$ cat src/rtl/can_tx_sched_pkg.sv
package can_tx_sched_pkg;

    localparam int TXS_NUM_BUF     = 3;
    localparam int TXS_PRIO_W      = 2;
    localparam int TXS_SYNC_STAGES = 2;

    typedef enum logic {
        SEQ_IDLE = 1'b0,
        SEQ_BUSY = 1'b1
    } seq_state_t;

    typedef struct packed {
        logic ok;
        logic arb_lost;
        logic bus_err;
    } eng_result_t;

    typedef struct packed {
        logic pend;
        logic lost_arb;
        logic tx_err;
        logic aborted;
    } slot_status_t;

    function automatic logic any_result(input eng_result_t r);
        return r.ok | r.arb_lost | r.bus_err;
    endfunction

endpackage

$ cat src/rtl/can_tx_pin_sync.sv
module can_tx_pin_sync #(
    parameter int N      = 3,
    parameter int STAGES = 2
) (
    input  logic         clk,
    input  logic         rst,
    input  logic [N-1:0] pin_n_i,
    input  logic [N-1:0] gpio_i,
    output logic [N-1:0] fall_o
);
    for (genvar g = 0; g < N; g++) begin : g_pin
        // stages 0..STAGES-1 synchronize, stage STAGES holds the previous value
        logic [STAGES:0] chain_q;
        always_ff @(posedge clk) begin
            if (rst) chain_q <= '1;
            else     chain_q <= {chain_q[STAGES-1:0], pin_n_i[g]};
        end
        assign fall_o[g] = chain_q[STAGES] & ~chain_q[STAGES-1] & ~gpio_i[g];
    end
endmodule

$ cat src/rtl/can_tx_prio_arb.sv
module can_tx_prio_arb #(
    parameter int N  = 3,
    parameter int PW = 2,
    parameter int IW = 2
) (
    input  logic [N-1:0]    req_i,
    input  logic [N*PW-1:0] prio_i,
    output logic            valid_o,
    output logic [IW-1:0]   idx_o
);
    logic [PW-1:0] best;
    always_comb begin
        valid_o = 1'b0;
        idx_o   = '0;
        best    = '0;
        // ascending scan with >= lets the higher index take a tie
        for (int i = 0; i < N; i++) begin
            if (req_i[i] && (!valid_o || prio_i[i*PW +: PW] >= best)) begin
                valid_o = 1'b1;
                idx_o   = IW'(i);
                best    = prio_i[i*PW +: PW];
            end
        end
    end
endmodule

$ cat src/rtl/can_tx_slot.sv
module can_tx_slot
    import can_tx_sched_pkg::*;
(
    input  logic         clk,
    input  logic         rst,
    input  logic         set_req_i,
    input  logic         abort_now_i,
    input  logic         ok_i,
    input  logic         fail_i,
    input  logic         arb_i,
    input  logic         err_i,
    input  logic         drop_i,
    input  logic         mark_abort_i,
    output slot_status_t status_o,
    output logic         done_o
);
    slot_status_t st_q;
    logic         done_q;

    always_ff @(posedge clk) begin
        if (rst) begin
            st_q   <= '0;
            done_q <= 1'b0;
        end else begin
            done_q <= 1'b0;
            if (ok_i) begin
                st_q.pend     <= 1'b0;
                st_q.lost_arb <= 1'b0;
                st_q.tx_err   <= 1'b0;
                done_q        <= 1'b1;
            end else if (fail_i) begin
                st_q.lost_arb <= st_q.lost_arb | arb_i;
                st_q.tx_err   <= st_q.tx_err | err_i;
                if (drop_i)       st_q.pend    <= 1'b0;
                if (mark_abort_i) st_q.aborted <= 1'b1;
            end else if (abort_now_i) begin
                if (st_q.pend) st_q.aborted <= 1'b1;
                st_q.pend <= 1'b0;
            end else if (set_req_i) begin
                st_q.pend    <= 1'b1;
                st_q.aborted <= 1'b0;
            end
        end
    end

    assign status_o = st_q;
    assign done_o   = done_q;

    AST_DONE_CLEAN: assert property (@(posedge clk) disable iff (rst)
        done_q |-> (!st_q.pend && !st_q.lost_arb && !st_q.tx_err));
    AST_REQ_CAUSE: assert property (@(posedge clk) disable iff (rst)
        $rose(st_q.pend) |-> $past(set_req_i));
    AST_RETRY_KEEP: assert property (@(posedge clk) disable iff (rst)
        (fail_i && !drop_i) |=> st_q.pend);
    AST_FAIL_DROP: assert property (@(posedge clk) disable iff (rst)
        (fail_i && drop_i) |=> !st_q.pend);
    AST_ABORT_IDLE: assert property (@(posedge clk) disable iff (rst)
        abort_now_i |=> !st_q.pend);
endmodule

$ cat src/rtl/can_tx_sched.sv
module can_tx_sched
    import can_tx_sched_pkg::*;
#(
    parameter int NUM_BUF     = TXS_NUM_BUF,
    parameter int PRIO_W      = TXS_PRIO_W,
    parameter int SYNC_STAGES = TXS_SYNC_STAGES,
    localparam int IDX_W      = $clog2(NUM_BUF)
) (
    input  logic                      clk,
    input  logic                      rst,
    input  logic [NUM_BUF-1:0]        req_wr_i,
    input  logic [NUM_BUF-1:0]        req_pin_n_i,
    input  logic [NUM_BUF-1:0]        pin_gpio_i,
    input  logic [NUM_BUF*PRIO_W-1:0] prio_i,
    input  logic                      one_shot_i,
    input  logic                      abort_i,
    input  logic                      eng_ok_i,
    input  logic                      eng_arb_lost_i,
    input  logic                      eng_err_i,
    output logic                      start_o,
    output logic [IDX_W-1:0]          sel_idx_o,
    output logic [NUM_BUF-1:0]        pend_o,
    output logic [NUM_BUF-1:0]        lost_arb_o,
    output logic [NUM_BUF-1:0]        tx_err_o,
    output logic [NUM_BUF-1:0]        aborted_o,
    output logic [NUM_BUF-1:0]        done_irq_o
);
    seq_state_t        state_q;
    logic [IDX_W-1:0]  sel_q;
    logic              start_q;
    logic              abort_lat_q;
    eng_result_t       res;
    logic              res_seen;
    logic [NUM_BUF-1:0] pin_fall;
    logic              win_valid;
    logic [IDX_W-1:0]  win_idx;

    assign res      = '{ok: eng_ok_i, arb_lost: eng_arb_lost_i, bus_err: eng_err_i};
    assign res_seen = (state_q == SEQ_BUSY) && any_result(res);

    can_tx_pin_sync #(.N(NUM_BUF), .STAGES(SYNC_STAGES)) u_pins (
        .clk(clk), .rst(rst), .pin_n_i(req_pin_n_i), .gpio_i(pin_gpio_i), .fall_o(pin_fall)
    );

    can_tx_prio_arb #(.N(NUM_BUF), .PW(PRIO_W), .IW(IDX_W)) u_arb (
        .req_i(pend_o), .prio_i(prio_i), .valid_o(win_valid), .idx_o(win_idx)
    );

    always_ff @(posedge clk) begin
        if (rst) begin
            state_q     <= SEQ_IDLE;
            sel_q       <= '0;
            start_q     <= 1'b0;
            abort_lat_q <= 1'b0;
        end else begin
            start_q <= 1'b0;
            if (state_q == SEQ_IDLE) begin
                abort_lat_q <= 1'b0;
                if (win_valid && !abort_i) begin
                    state_q <= SEQ_BUSY;
                    sel_q   <= win_idx;
                    start_q <= 1'b1;
                end
            end else if (res_seen) begin
                state_q     <= SEQ_IDLE;
                abort_lat_q <= 1'b0;
            end else if (abort_i) begin
                abort_lat_q <= 1'b1;
            end
        end
    end

    for (genvar g = 0; g < NUM_BUF; g++) begin : g_slot
        logic         mine;
        slot_status_t st;
        logic         done;
        assign mine = (state_q == SEQ_BUSY) && (sel_q == IDX_W'(g));

        can_tx_slot u_slot (
            .clk(clk), .rst(rst),
            .set_req_i(req_wr_i[g] | pin_fall[g]),
            .abort_now_i(abort_i && !mine),
            .ok_i(mine && res.ok),
            .fail_i(mine && !res.ok && (res.arb_lost || res.bus_err)),
            .arb_i(res.arb_lost),
            .err_i(res.bus_err),
            .drop_i(one_shot_i | abort_lat_q | abort_i),
            .mark_abort_i(abort_lat_q | abort_i),
            .status_o(st),
            .done_o(done)
        );

        assign pend_o[g]     = st.pend;
        assign lost_arb_o[g] = st.lost_arb;
        assign tx_err_o[g]   = st.tx_err;
        assign aborted_o[g]  = st.aborted;
        assign done_irq_o[g] = done;
    end

    assign start_o   = start_q;
    assign sel_idx_o = sel_q;

    AST_START_PENDING: assert property (@(posedge clk) disable iff (rst)
        start_o |-> pend_o[sel_idx_o]);
    AST_START_FROM_IDLE: assert property (@(posedge clk) disable iff (rst)
        start_o |-> !$past(start_o));
    AST_DONE_SINGLE: assert property (@(posedge clk) disable iff (rst)
        $onehot0(done_irq_o));
    AST_NO_START_ON_ABORT: assert property (@(posedge clk) disable iff (rst)
        $past(abort_i) |-> !start_o);
endmodule

$ cat config.mk
export PLATFORM = sky130hd
export DESIGN_NAME = can_tx_sched
export DESIGN_NICKNAME = d
export VERILOG_FILES = /design/src/rtl/can_tx_sched_pkg.sv /design/src/rtl/can_tx_pin_sync.sv /design/src/rtl/can_tx_prio_arb.sv /design/src/rtl/can_tx_slot.sv /design/src/rtl/can_tx_sched.sv
export SDC_FILE = /design/constraint.sdc
export NUM_CORES = 1
export LEC_CHECK = 0
export BUFFER_PORTS_ARGS = -buffer_cell sky130_fd_sc_hd__clkbuf_2
export CORE_MARGIN = 2
export CORE_UTILIZATION = 55
export CTS_BUF_LIST = sky130_fd_sc_hd__clkbuf_8
export DETAILED_ROUTE_END_ITERATION = 10
export PLACE_DENSITY = 0.84
export SYNTH_ARGS = -nofsm -noshare
export SYNTH_HDL_FRONTEND = slang
export SYNTH_SLANG_ARGS = --single-unit
$ cat constraint.sdc
create_clock -name clk -period 8 [get_ports clk]
set_input_delay 2.4 -clock clk [delete_from_list [all_inputs] [get_ports clk]]
set_output_delay 2.4 -clock clk [all_outputs]
set_load 0.01 [all_outputs]
==> results.md, run 1 <==
| Group | Parameter | This run |
|---|---|---|
| run status | Result of the run | finished, final reports clean |
| yosys | Number of flops mapped to enable cells by yosys | 0 |
| min path | Endpoint of the worst hold path | u_pins.g_pin[1].chain_q[1] |
| cells and area | Diodes inserted | 0 |
| power | Pwr Density | 212 mW/mm^2 |
| place | Estimated wirelength of the detail-placed design | 2.28 mm |
| sta | Worst slew margin relative to its limit | 69.3% |
| worst setup path | Critical Path Source Type | input pin |
| global route | Congestion Overflow GR | 0 |
| worst setup path | Capture instance of the worst register-to-register path | sel_idx_o[0] |
| min path | Cells on Worst Hold Path | 1 |
| clocking | Post-CTS repair timing setup buffer count | 0 |
| drt | Routed vias | 1,218 |
| floorplanning | Initial core utilization | 59.8% |
| floorplanning | Core Area | 0.00225 mm^2 |
| clocking | Post_cts resized | 0 |
| worst setup path | Reg-to-reg setup timing slack | 5.15 ns |
| drt | First-pass DRT Iterations | 5 |
| global route | GRT Total Usage | 26.0% |
| place | Placed Cells incl. Taps | 207 |
| sta | Smallest hold slack | 0.414 ns |
| yosys | Most instantiated flip-flop cell in the synthesis netlist | dfxtp_1 |
| power | Proportion of power drawn by the clock network | 44.3% |
| cells and area | Area delta synth->final | 21.5% |
| floorplanning | Die outline area | 0.00286 mm^2 |
| sta | Total of endpoints with negative setup slack in the final report | 0 |
| clocking | Number of hold-repair buffers added at the cts stage | 0 |
| floorplanning | Die Y | 53.5 um |
| worst setup path | Most Frequent Cell on Critical Path | ha_1 |
| drt | Wire length per cell after detailed routing | 14.8 um |
| global route | Antenna violations before repair | 0 |
| worst setup path | Worst Path Class, Setup | input pin to flop |
| floorplanning | Number of placement rows | 17 |
| yosys | Number of library cell types mapped by synthesis | 41 |
| worst setup path | Delay contributed by the slowest stage of the critical path | 0.34 ns |
| cells and area | Layout Cells excl Fill | 215 |
| cells and area | Cell area after layout | 0.00164 mm^2 |
| drt | Aggregate routed wire length | 3.19 mm |
| place | Pre-CTS worst setup slack | 3.17 ns |
| sta | Unrepaired setup endpoints after global routing | false |
| floorplanning | Die Wd | 53.5 um |
| min path | Worst min-delay path category | flop to flop |
| power | Switching component of the power | 80.0 uW |
| cells and area | Proportion of layout cells with a drive suffix above 1 | 34.2% |
| clocking | Clock-pin slew on the worst setup and hold paths | 0.06 ns |
| clocking | H-tree depth reported by CTS | 2 |
| clocking | TritonCTS Buffers | 5 |
| cells and area | Filler cell count | 180 |
| sta | Least-Margin Pin Slew | 0.459 ns |
| sta | Share of the clock period used by the worst path | 57.3% |
| clocking | Worst-case clock buffer depth | 2 |
| yosys | Sequential element share of the synthesized area | 43.1% |
| power | Combinational fraction of design power | 11.2% |
| sta | Final hold vios | 0 |
| run | Number of maximum-capacitance violations | 0 |
| min path | Start point of the worst min-delay path | u_pins.g_pin[1].chain_q[0] |
| yosys | Ys async rst share | 0% |
| global route | Vias in the first global route | 1,116 |
| floorplanning | Count of pins on the block boundary | 40 |
| drt | Avg Vias per Cell | 5.67 |
| worst setup path | CP Capture Type | flop |
| yosys | #FFs+latches synth | 29 |
| sta | Final worst-path setup slack | 3.42 ns |
| worst setup path | Reg2Reg Depth | 10 |
| power | Peak supply drop | 178 uV |
| global route | Largest net degree at the start of global routing | 24 |
| drt | Remaining DRCs | 0 |
| power | Design internal power | 268 uW |
| drt | Starting DRC count in detailed routing | 23 |
| clocking | Clock latency of the later-clocked register in the worst-skew pair | 0.28 ns |
| yosys | Number of warnings printed during yosys synthesis | 0 |
| cells and area | Most frequent cells in the layout | clkbuf_2, dfxtp_1, nor2_1 |
| power | Leak pwr | 0.000734 uW |
| worst setup path | R2R Path Start | g_slot[0].u_slot.status_o[3] |
| yosys | Combined area of all synthesized cells | 0.00135 mm^2 |
| sta | Max-slew violation count | 0 |
| worst setup path | Data arrival time at the worst-slack endpoint | 4.76 ns |
| clocking | Clock sinks | 29 |
| place | Final estimated routing congestion in global placement | 0.835 |
| clocking | Clock tree root buffer cell | clkbuf_8 |
| drt | Final antenna-violating net count | 0 |
| yosys | Total nets after synthesis | 176 |
| worst setup path | Critical Path RT | 8.18 ns |
| sta | Worst-case clock skew | 0.00813 ns |
| power | Fraction of power spent switching nets | 23.0% |
| place | Placed cell area | 0.00152 mm^2 |
| yosys | Average size of a mapped cell | 8.98 um^2 |
| worst setup path | CP max FO | 3 |
| worst setup path | Cell breakdown of the critical path | clkbuf_2, and2_2, ha_1, o21ai_0, a31o_2, mux2_2, ha_1, nand2b_1, a211oi_1, nor2_1, o41ai_1 |
| clocking | Clock tree from TritonCTS | yes |
| cells and area | Most common cell after layout, fill and taps aside | clkbuf_2 |
| yosys | Gate count of the mapped netlist | 150 |
| power | Part of the power in registers | 44.5% |
| worst setup path | Cell with the largest stage delay on the worst path | mux2_2 |
| cells and area | Final #Nets | 212 |
| global route | Wire length of the first global-routing pass | 5.15 mm |
| place | Port Buf Inserts | 39 |
| sta | Highest Clock Rate | 218 MHz |
| sta | Post-route minimum period | 4.58 ns |
| sta | Setup_tns | 0 ns |
## cell families after synthesis
family | count (synthesis) | synth area share, %
AO/OA/AOI/OAI | 38 | 21.3
flip-flops | 29 | 43.1
buffers and inverters | 18 | 6.41
AND/OR/NAND/NOR | 59 | 23.9
adder cells (fa/ha/maj) | 4 | 3.71
multiplexers | 2 | 1.67
## final cells by class
class                      count  area, um^2  area share, %
sequential                    29         581           35.4
tap                           28        35.0           2.14
timing repair buffer          39         195           11.9
multi-input combinational    103         681           41.6
inverter                       8        30.0           1.83
clock inverter                 2        33.8           2.06
clock buffer                   6        82.6           5.04
## worst max-delay path by stage
stage	startpoint	endpoint	slack, ns
floorplan	prio_i[0]	sel_idx_o[0]	3.53
global placement	prio_i[0]	sel_idx_o[0]	3.39
detailed placement	prio_i[0]	sel_idx_o[0]	3.17
CTS	prio_i[0]	sel_idx_o[0]	3.45
global route	prio_i[0]	sel_idx_o[0]	3.26
finish	prio_i[0]	sel_idx_o[0]	3.42
## routing by layer
| layer | wire (um) | global-route usage, % | up-vias |
|---|---|---|---|
| li1 | - | - | 598 |
| met5 | 0 | 0 | - |
| met1 | 1320 | 33.2 | 547 |
| met2 | 1490 | 39.5 | 64 |
| met3 | 289 | 5.93 | 9 |
| met4 | 82 | 15.8 | 0 |
## power by group through the flow
stage | clock [uW] | combinational (uW) | sequential (uW)
3_5_place_dp | 0 | 38.2 | 158
2_1_floorplan | 0 | 24.4 | 157
3_3_place_gp | 0 | 36.9 | 157
4_1_cts | 157 | 38.7 | 155
5_1_grt | 161 | 43.3 | 155
6_report | 154 | 38.9 | 155
## stage by stage
step	total power [uW]	utilization, %
2_1_floorplan	182	-
3_3_place_gp	194	67.5
3_5_place_dp	196	67.5
4_1_cts	350	72.6
5_1_grt	360	72.6
6_report	348	72.6
## critical path, delay by kind of cell
kind	cells	cell delay, ns
AOI/OAI and AO/OA	4	1.00
adders and majority gates	2	0.53
buffers and inverters	1	0.09
muxes	1	0.34
and+or+nand+nor	3	0.40
## sequential cells by signal, indices dropped and copies added, names as in the netlist
register and count:
abort_lat_q 1, g_slot.u_slot.done_o 3, g_slot.u_slot.status_o 12, sel_idx_o 2
start_o 1, state_q 1, u_pins.g_pin.chain_q 9
## synth_stat cells, types with 2 or more instances
| library cell | number | share of area, % |
|---|---|---|
| a211oi_1 | 2 | 1.1 |
| nor3_1 | 3 | 1.1 |
| or2_2 | 9 | 4.2 |
| a21oi_1 | 10 | 3.7 |
| a32o_1 | 4 | 3.0 |
| mux2_2 | 2 | 1.7 |
| buf_4 | 4 | 2.2 |
| nand3b_1 | 2 | 1.1 |
| a211o_1 | 3 | 2.0 |
| dfxtp_1 | 29 | 43 |
| clkbuf_1 | 3 | 0.84 |
| nand2_1 | 4 | 1.1 |
| nand4_1 | 2 | 0.93 |
| nor2b_1 | 5 | 2.3 |
| a21o_1 | 4 | 2.2 |
| o31ai_1 | 4 | 2.2 |
| ha_1 | 4 | 3.7 |
| nor3b_1 | 2 | 1.1 |
| inv_1 | 8 | 2.2 |
| nand2b_1 | 3 | 1.4 |
| o21ai_0 | 2 | 0.74 |
| nand3_1 | 2 | 0.74 |
| and3b_1 | 2 | 1.3 |
| buf_2 | 2 | 0.74 |
| nor2_1 | 19 | 5.3 |
(Power assumes the default switching activity.)
==> run 2, diff against run 1 <==
CORE_ASPECT_RATIO = 0.5   (was default)
CORE_UTILIZATION = 47   (was 55)
PLACE_DENSITY = 0.77   (was 0.84)
clock period = 4.15 ns   (was 8 ns; I/O delays follow)
==> results.md, run 2 (synthesis results as in run 1) <==
| Group | Parameter | This run | Delta |
|---|---|---|---|
| sta | Setup_tns | 0 ns | unchanged |
| drt | Final antenna-violating net count | 0 | unchanged |
| drt | Starting DRC count in detailed routing | 146 | was 23 |
| worst setup path | Reg-to-reg setup timing slack | 1.39 ns | was 5.15 ns |
| clocking | Post-CTS repair timing setup buffer count | 0 | unchanged |
| worst setup path | Launching instance or port of the critical path | prio_i[0] | unchanged |
| sta | Highest Clock Rate | 302 MHz |  |
| power | Total power | 672 uW | was 348 uW |
| global route | Congestion Overflow GR | 0 | unchanged |
| sta | Final hold vios | 0 | unchanged |
| floorplanning | Count of pins on the block boundary | 40 | unchanged |
| clocking | Clock tree root buffer cell | clkbuf_8 | unchanged |
| floorplanning | Number of placement rows | 13 | was 17 |
| worst setup path | Reg2Reg Depth | 10 | unchanged |
| sta | Share of the clock period used by the worst path | 79.8% |  |
| worst setup path | Capturing instance or port of the critical path | sel_idx_o[0] | unchanged |
| cells and area | Proportion of layout cells with a drive suffix above 1 | 34.2% | unchanged |
| cells and area | Area delta synth->final | 22.4% | was 21.5% |
| worst setup path | CP max FO | 3 | unchanged |
| sta | Worst-case clock skew | 0.00373 ns | was 0.00813 ns |
| global route | Vias in the first global route | 1,113 | was 1,116 |
| cells and area | Most frequent cells in the layout | clkbuf_2, dfxtp_1, nor2_1 | unchanged |
| power | Leak pwr | 0.000734 uW | unchanged |
| clocking | Worst-case clock buffer depth | 2 | unchanged |
| run status | Result of the run | finished, final reports clean | unchanged |
| global route | Wire length of the first global-routing pass | 4.96 mm | was 5.15 mm |
| floorplanning | Die Wd | 79.7 um | was 53.5 um |
| sta | Max-slew violation count | 0 | unchanged |
| sta | Post-route minimum period | 3.31 ns |  |
| floorplanning | Core Area | 0.00265 mm^2 | was 0.00225 mm^2 |
| sta | Smallest hold slack | 0.408 ns | was 0.414 ns |
| drt | Aggregate routed wire length | 2.98 mm | was 3.19 mm |
| power | Peak supply drop | 223 uV | was 178 uV |
| place | Placed cell area | 0.00153 mm^2 | was 0.00152 mm^2 |
| clocking | Number of hold-repair buffers added at the cts stage | 0 | unchanged |
| clocking | Clock tree from TritonCTS | yes | unchanged |
| cells and area | Final #Nets | 212 | unchanged |
| clocking | Clock-pin slew on the worst setup and hold paths | 0.06 ns | about the same |
| clocking | Clock sinks | 29 | unchanged |
| clocking | H-tree depth reported by CTS | 2 | unchanged |
| place | Placed Cells incl. Taps | 216 | was 207 |
| power | Pwr Density | 408 mW/mm^2 | was 212 mW/mm^2 |
| worst setup path | R2R Path Start | g_slot[0].u_slot.status_o[3] | unchanged |
| clocking | Post_cts resized | 0 | unchanged |
| sta | Worst slew margin relative to its limit | 67.9% | was 69.3% |
| cells and area | Layout Cells excl Fill | 224 | was 215 |
| worst setup path | Capture instance of the worst register-to-register path | sel_idx_o[0] | unchanged |
| place | Port Buf Inserts | 39 | unchanged |
| run | Number of maximum-capacitance violations | 0 | unchanged |
| drt | Wire length per cell after detailed routing | 13.3 um | was 14.8 um |
| cells and area | Diodes inserted | 0 | unchanged |
| sta | Least-Margin Pin Slew | 0.481 ns | was 0.459 ns |
| global route | Antenna violations before repair | 0 | unchanged |
| sta | Unrepaired setup endpoints after global routing | false | unchanged |
| clocking | TritonCTS Buffers | 5 | unchanged |
| worst setup path | Worst Path Class, Setup | input pin to flop | unchanged |
| cells and area | Cell area after layout | 0.00165 mm^2 | was 0.00164 mm^2 |
| cells and area | Most common cell after layout, fill and taps aside | clkbuf_2 | unchanged |
| floorplanning | Die outline area | 0.00334 mm^2 | was 0.00286 mm^2 |
| floorplanning | Initial core utilization | 50.8% | was 59.8% |
| place | Final estimated routing congestion in global placement | 0.972 | was 0.835 |
| floorplanning | Die Y | 41.9 um | was 53.5 um |
| cells and area | Max reg flops | 12 | unchanged |
| worst setup path | Data arrival time at the worst-slack endpoint | 3.49 ns | was 4.76 ns |
| min path | Worst min-delay path category | flop to flop | unchanged |
| worst setup path | Critical Path Source Type | input pin | unchanged |
| drt | Remaining DRCs | 0 | unchanged |
| drt | Avg Vias per Cell | 5.30 | was 5.67 |
| drt | Routed vias | 1,188 | was 1,218 |
| global route | GRT Total Usage | 19.7% | was 26.0% |
| worst setup path | CP Capture Type | flop | unchanged |
| sta | Total of endpoints with negative setup slack in the final report | 0 | unchanged |
| worst setup path | Critical Path RT | 4.33 ns | was 8.18 ns |
| clocking | Clock latency of the later-clocked register in the worst-skew pair | 0.28 ns | about the same |
| drt | First-pass DRT Iterations | 4 | was 5 |
| place | Estimated wirelength of the detail-placed design | 2.17 mm | was 2.28 mm |
| global route | Largest net degree at the start of global routing | 24 | unchanged |
run 2: cell counts in the layout (fill, tap and decap cells not counted):
No cell type changed its count.
run 2: where the power goes:
part / leakage, uW / switching (uW) / internal, uW
sequential: 0.000237 / 8.69 / 289
clock: 0.0000626 / 107 / 193
combinational: 0.000435 / 40.7 / 34.1
run 2: worst min-delay path by stage:
stage,slack (ns),depth (start not counted),start,endpoint
2_1_floorplan,0.39,1,u_pins.g_pin[0].chain_q[0],u_pins.g_pin[0].chain_q[1]
3_3_place_gp,0.39,1,u_pins.g_pin[0].chain_q[0],u_pins.g_pin[0].chain_q[1]
3_5_place_dp,0.39,1,u_pins.g_pin[0].chain_q[0],u_pins.g_pin[0].chain_q[1]
4_1_cts,0.41,1,u_pins.g_pin[0].chain_q[0],u_pins.g_pin[0].chain_q[1]
5_1_grt,0.42,1,u_pins.g_pin[1].chain_q[0],u_pins.g_pin[1].chain_q[1]
6_report,0.41,1,u_pins.g_pin[0].chain_q[0],u_pins.g_pin[0].chain_q[1]
run 2: stage by stage:
stage	setup slack [ns]	utilization [%]
6_report	0.837	62.2
5_1_grt	0.701	62.2
4_1_cts	0.834	62.2
3_5_place_dp	0.575	57.8
3_3_place_gp	0.671	57.8
2_1_floorplan	0.838	-
run 2: per-layer routing:
metal  up-vias  part of all wire, %  GRT usage [%]
met5         -                    0              0
met1       541                   49           26.6
met4         0                  1.5           8.62
met2        41                   43           28.6
li1        598                    -              -
met3         8                  6.2           6.52
run 2: cell type report:
cell class,instances,area (um^2)
clock buffer,6,82.6
clock inverter,2,33.8
fill,234,1000
inverter,8,30.0
multi-input combinational,103,681
sequential,29,581
tap,37,46.3
timing repair buffer,39,195
run 2: critical path, stage by stage:
cell	delay, ns
clkbuf_2	0.07
and2_2	0.18
ha_1	0.26
o21ai_0	0.16
a31o_2	0.21
mux2_2	0.33
ha_1	0.26
nand2b_1	0.14
a211oi_1	0.30
nor2_1	0.07
o41ai_1	0.24
==> run 3, diff against run 2 <==
ABC_AREA = 1   (was default)
CORE_UTILIZATION = 53   (was 47)
PLACE_DENSITY = 0.81   (was 0.77)
clock period = 3.33 ns   (was 4.15 ns; I/O delays follow)
==> results.md, run 3 <==
| Group | Parameter | This run | Delta |
|---|---|---|---|
| run status | Result of the run | finished, final reports clean | unchanged |
| clocking | Worst-case clock buffer depth | 2 | unchanged |
| global route | Congestion Overflow GR | 0 | unchanged |
| worst setup path | CP max FO | 4 | was 3 |
| yosys | Gate count of the mapped netlist | 212 | was 150 |
| place | Pre-CTS worst setup slack | 0.528 ns | was 0.575 ns |
| global route | Largest net degree at the start of global routing | 14 | was 24 |
| clocking | Number of hold-repair buffers added at the cts stage | 0 | unchanged |
| yosys | Area leader, netlist | dfxtp_1 | unchanged |
| drt | Remaining DRCs | 0 | unchanged |
| cells and area | Proportion of layout cells with a drive suffix above 1 | 21.9% | was 34.2% |
| sta | Final worst-path setup slack | 0.823 ns | was 0.837 ns |
| cells and area | Area delta synth->final | 18.9% | was 22.4% |
| floorplanning | Die Y | 40.8 um | was 41.9 um |
| worst setup path | Reg-to-reg setup timing slack | 1.23 ns | was 1.39 ns |
| cells and area | Diodes inserted | 0 | unchanged |
| global route | Wire length of the first global-routing pass | 4.71 mm | was 4.96 mm |
| sta | Share of the clock period used by the worst path | 75.3% |  |
| clocking | Post-CTS repair timing setup buffer count | 0 | unchanged |
| cells and area | Filler cell count | 212 | was 234 |
| sta | Total of endpoints with negative setup slack in the final report | 0 | unchanged |
| yosys | Ys async rst share | 0% | unchanged |
| sta | Highest Clock Rate | 399 MHz |  |
| sta | Setup_tns | 0 ns | unchanged |
| worst setup path | CP Capture Type | flop | unchanged |
| sta | Final hold vios | 0 | unchanged |
| drt | Wire length per cell after detailed routing | 10.5 um | was 13.3 um |
| yosys | Number of library cell types mapped by synthesis | 20 | was 41 |
| run | Number of maximum-capacitance violations | 0 | unchanged |
| yosys | Leading post-synthesis cells by cell area | dfxtp_1, nand2_1, inv_1 | was dfxtp_1, nor2_1, or2_2 |
| drt | Aggregate routed wire length | 3.02 mm | was 2.98 mm |
| floorplanning | Count of pins on the block boundary | 40 | unchanged |
| drt | First-pass DRT Iterations | 4 | unchanged |
| place | Final estimated routing congestion in global placement | 0.888 | was 0.972 |
| yosys | Total nets after synthesis | 238 | was 176 |
| drt | Starting DRC count in detailed routing | 116 | was 146 |
| drt | Routed vias | 1,358 | was 1,188 |
| floorplanning | Initial core utilization | 55.5% | was 50.8% |
| yosys | Combined area of all synthesized cells | 0.00144 mm^2 | was 0.00135 mm^2 |
| cells and area | Max reg flops | 12 | unchanged |
| cells and area | Most common cell after layout, fill and taps aside | nand2_1 | was clkbuf_2 |
| sta | Max-slew violation count | 0 | unchanged |
| yosys | Commonest cells in the synthesized netlist | nand2_1, inv_1, dfxtp_1 | was dfxtp_1, nor2_1, a21oi_1 |
| yosys | Area share of the leading cell type in the synthesized netlist | 40.4% | was 43.1% |
| sta | Unrepaired setup endpoints after global routing | false | unchanged |
| clocking | Post_cts resized | 0 | unchanged |
| drt | Final antenna-violating net count | 0 | unchanged |
| place | Placed Cells incl. Taps | 281 | was 216 |
| clocking | H-tree depth reported by CTS | 2 | unchanged |
| yosys | #FFs+latches synth | 29 | unchanged |
| clocking | Clock sinks | 29 | unchanged |
| yosys | Most repeated cell in the gate-level netlist after synthesis | nand2_1 | was dfxtp_1 |
| cells and area | Most frequent cells in the layout | nand2_1, inv_1, clkbuf_2 | was clkbuf_2, dfxtp_1, nor2_1 |
| sta | Worst-case clock skew | 0.00577 ns | was 0.00373 ns |
| floorplanning | Die Wd | 77.6 um | was 79.7 um |
| global route | Antenna violations before repair | 0 | unchanged |
| floorplanning | Die outline area | 0.00317 mm^2 | was 0.00334 mm^2 |
| global route | Vias in the first global route | 1,057 | was 1,113 |
| place | Estimated wirelength of the detail-placed design | 2.30 mm | was 2.17 mm |
| power | Peak supply drop | 242 uV | was 223 uV |
| worst setup path | Critical Path Source Type | input pin | unchanged |
| clocking | Clock-pin slew on the worst setup and hold paths | 0.06 ns | about the same |
| power | Leak pwr | 0.000922 uW | was 0.000734 uW |
| worst setup path | Critical Path RT | 3.54 ns | was 4.33 ns |
| global route | GRT Total Usage | 20.6% | was 19.7% |
| clocking | TritonCTS Buffers | 5 | unchanged |
| sta | Worst slew margin relative to its limit | 74.3% | was 67.9% |
| floorplanning | Number of placement rows | 13 | unchanged |
| place | Port Buf Inserts | 39 | unchanged |
| min path | Worst min-delay path category | flop to flop | unchanged |
| clocking | Clock tree root buffer cell | clkbuf_8 | unchanged |
| yosys | Number of warnings printed during yosys synthesis | 0 | unchanged |
| sta | Post-route minimum period | 2.51 ns |  |
| yosys | Sequential element share of the synthesized area | 40.4% | was 43.1% |
| clocking | Clock latency of the later-clocked register in the worst-skew pair | 0.28 ns | about the same |
| yosys | Most instantiated flip-flop cell in the synthesis netlist | dfxtp_1 | unchanged |
| power | Pwr Density | 437 mW/mm^2 | was 408 mW/mm^2 |
| yosys | Average size of a mapped cell | 6.78 um^2 | was 8.98 um^2 |
| clocking | Clock tree from TritonCTS | yes | unchanged |
| sta | Least-Margin Pin Slew | 0.385 ns | was 0.481 ns |
| cells and area | Layout Cells excl Fill | 288 | was 224 |
| floorplanning | Core Area | 0.00259 mm^2 | was 0.00265 mm^2 |
| worst setup path | Data arrival time at the worst-slack endpoint | 2.72 ns | was 3.49 ns |
| yosys | Number of flops mapped to enable cells by yosys | 0 | unchanged |
| worst setup path | Worst Path Class, Setup | input pin to flop | unchanged |
| drt | Avg Vias per Cell | 4.72 | was 5.30 |
| cells and area | Final #Nets | 277 | was 212 |
==> run 3: cell types whose count changed after synthesis, sizes merged, moves of 4 or more <==
cell   change
nand2     +51
inv       +37
nor2b      -5
a32o       -4
o31ai      -4
or2        -4
nand3     +18
o21ai      +4
a21o       -4
==> run 3: layout make-up <==
| class | instances | area [um^2] | share of cell area, % |
|---|---|---|---|
| clock buffers | 6 | 82.6 | 4.84 |
| clock inverters | 1 | 3.75 | 0.220 |
| inverters | 45 | 169 | 9.89 |
| multi-input cells | 131 | 631 | 36.9 |
| flip-flops and latches | 29 | 581 | 34.0 |
| well taps | 37 | 46.3 | 2.71 |
| repair buffers | 39 | 195 | 11.4 |
==> run 3: logic make-up (layout without fill, tap and decap cells) <==
| logic type | after synthesis | in the layout | synth area share [%] |
|---|---|---|---|
| adders and majority gates | 4 | 4 | 3.48 |
| DFF | 29 | 29 | 40.4 |
| and+or+nand+nor | 107 | 107 | 33.3 |
| buffers and inverters | 52 | 91 | 15.7 |
| AOI/OAI and AO/OA | 20 | 20 | 7.14 |
==> run 3: critical path, cell delays in order <==
cell and delay, ns:
clkbuf_2 0.08, nand2_1 0.05, inv_1 0.05, ha_1 0.25
o21ai_0 0.18, nand2_1 0.09, nand2_1 0.11, nand2_1 0.07
o21ai_0 0.08, ha_1 0.25, o21ai_0 0.16, nand2_1 0.07
nand2_1 0.08, nand4_1 0.08, a21oi_1 0.12
==> run 3: routing by layer <==
layer | track usage, % | wire length (um) | vias to the layer above | share of wire [%]
met3 | 5.29 | 198 | 6 | 6.5
met5 | 0 | 0 | - | 0
met1 | 25.8 | 1450 | 575 | 48
met4 | 12.1 | 64 | 0 | 2.1
li1 | - | - | 722 | -
met2 | 33.8 | 1310 | 55 | 43
==> run 3: report_power, final <==
group / internal (uW) / total, uW / leakage [uW] / switching, uW
Combinational: 37.5 / 96.4 / 0.000637 / 59.0
Sequential: 360 / 369 / 0.000237 / 9.31
Clock: 160 / 281 / 0.0000485 / 121
==> run 3: final timing paths <==
path	cells past startpoint	start	endpoint
worst min register to register	1	u_pins.g_pin[1].chain_q[0]	u_pins.g_pin[1].chain_q[1]
worst max-delay path	15	prio_i[0]	sel_idx_o[0]
worst max register to register	14	g_slot[0].u_slot.status_o[3]	sel_idx_o[0]
worst min-delay path	1	u_pins.g_pin[1].chain_q[0]	u_pins.g_pin[1].chain_q[1]
==> run 3: through the flow <==
step / hold WS (ns) / cell area, um^2 / total power [uW] / util (%)
after global placement: 0.391 / 1620 / 467 / 62.7
after floorplan: 0.389 / 1440 / 439 / -
after detailed placement: 0.395 / 1620 / 471 / 62.7
final: 0.408 / 1710 / 747 / 66.0
after CTS: 0.409 / 1710 / 750 / 66.0
after global routing: 0.418 / 1710 / 783 / 66.0
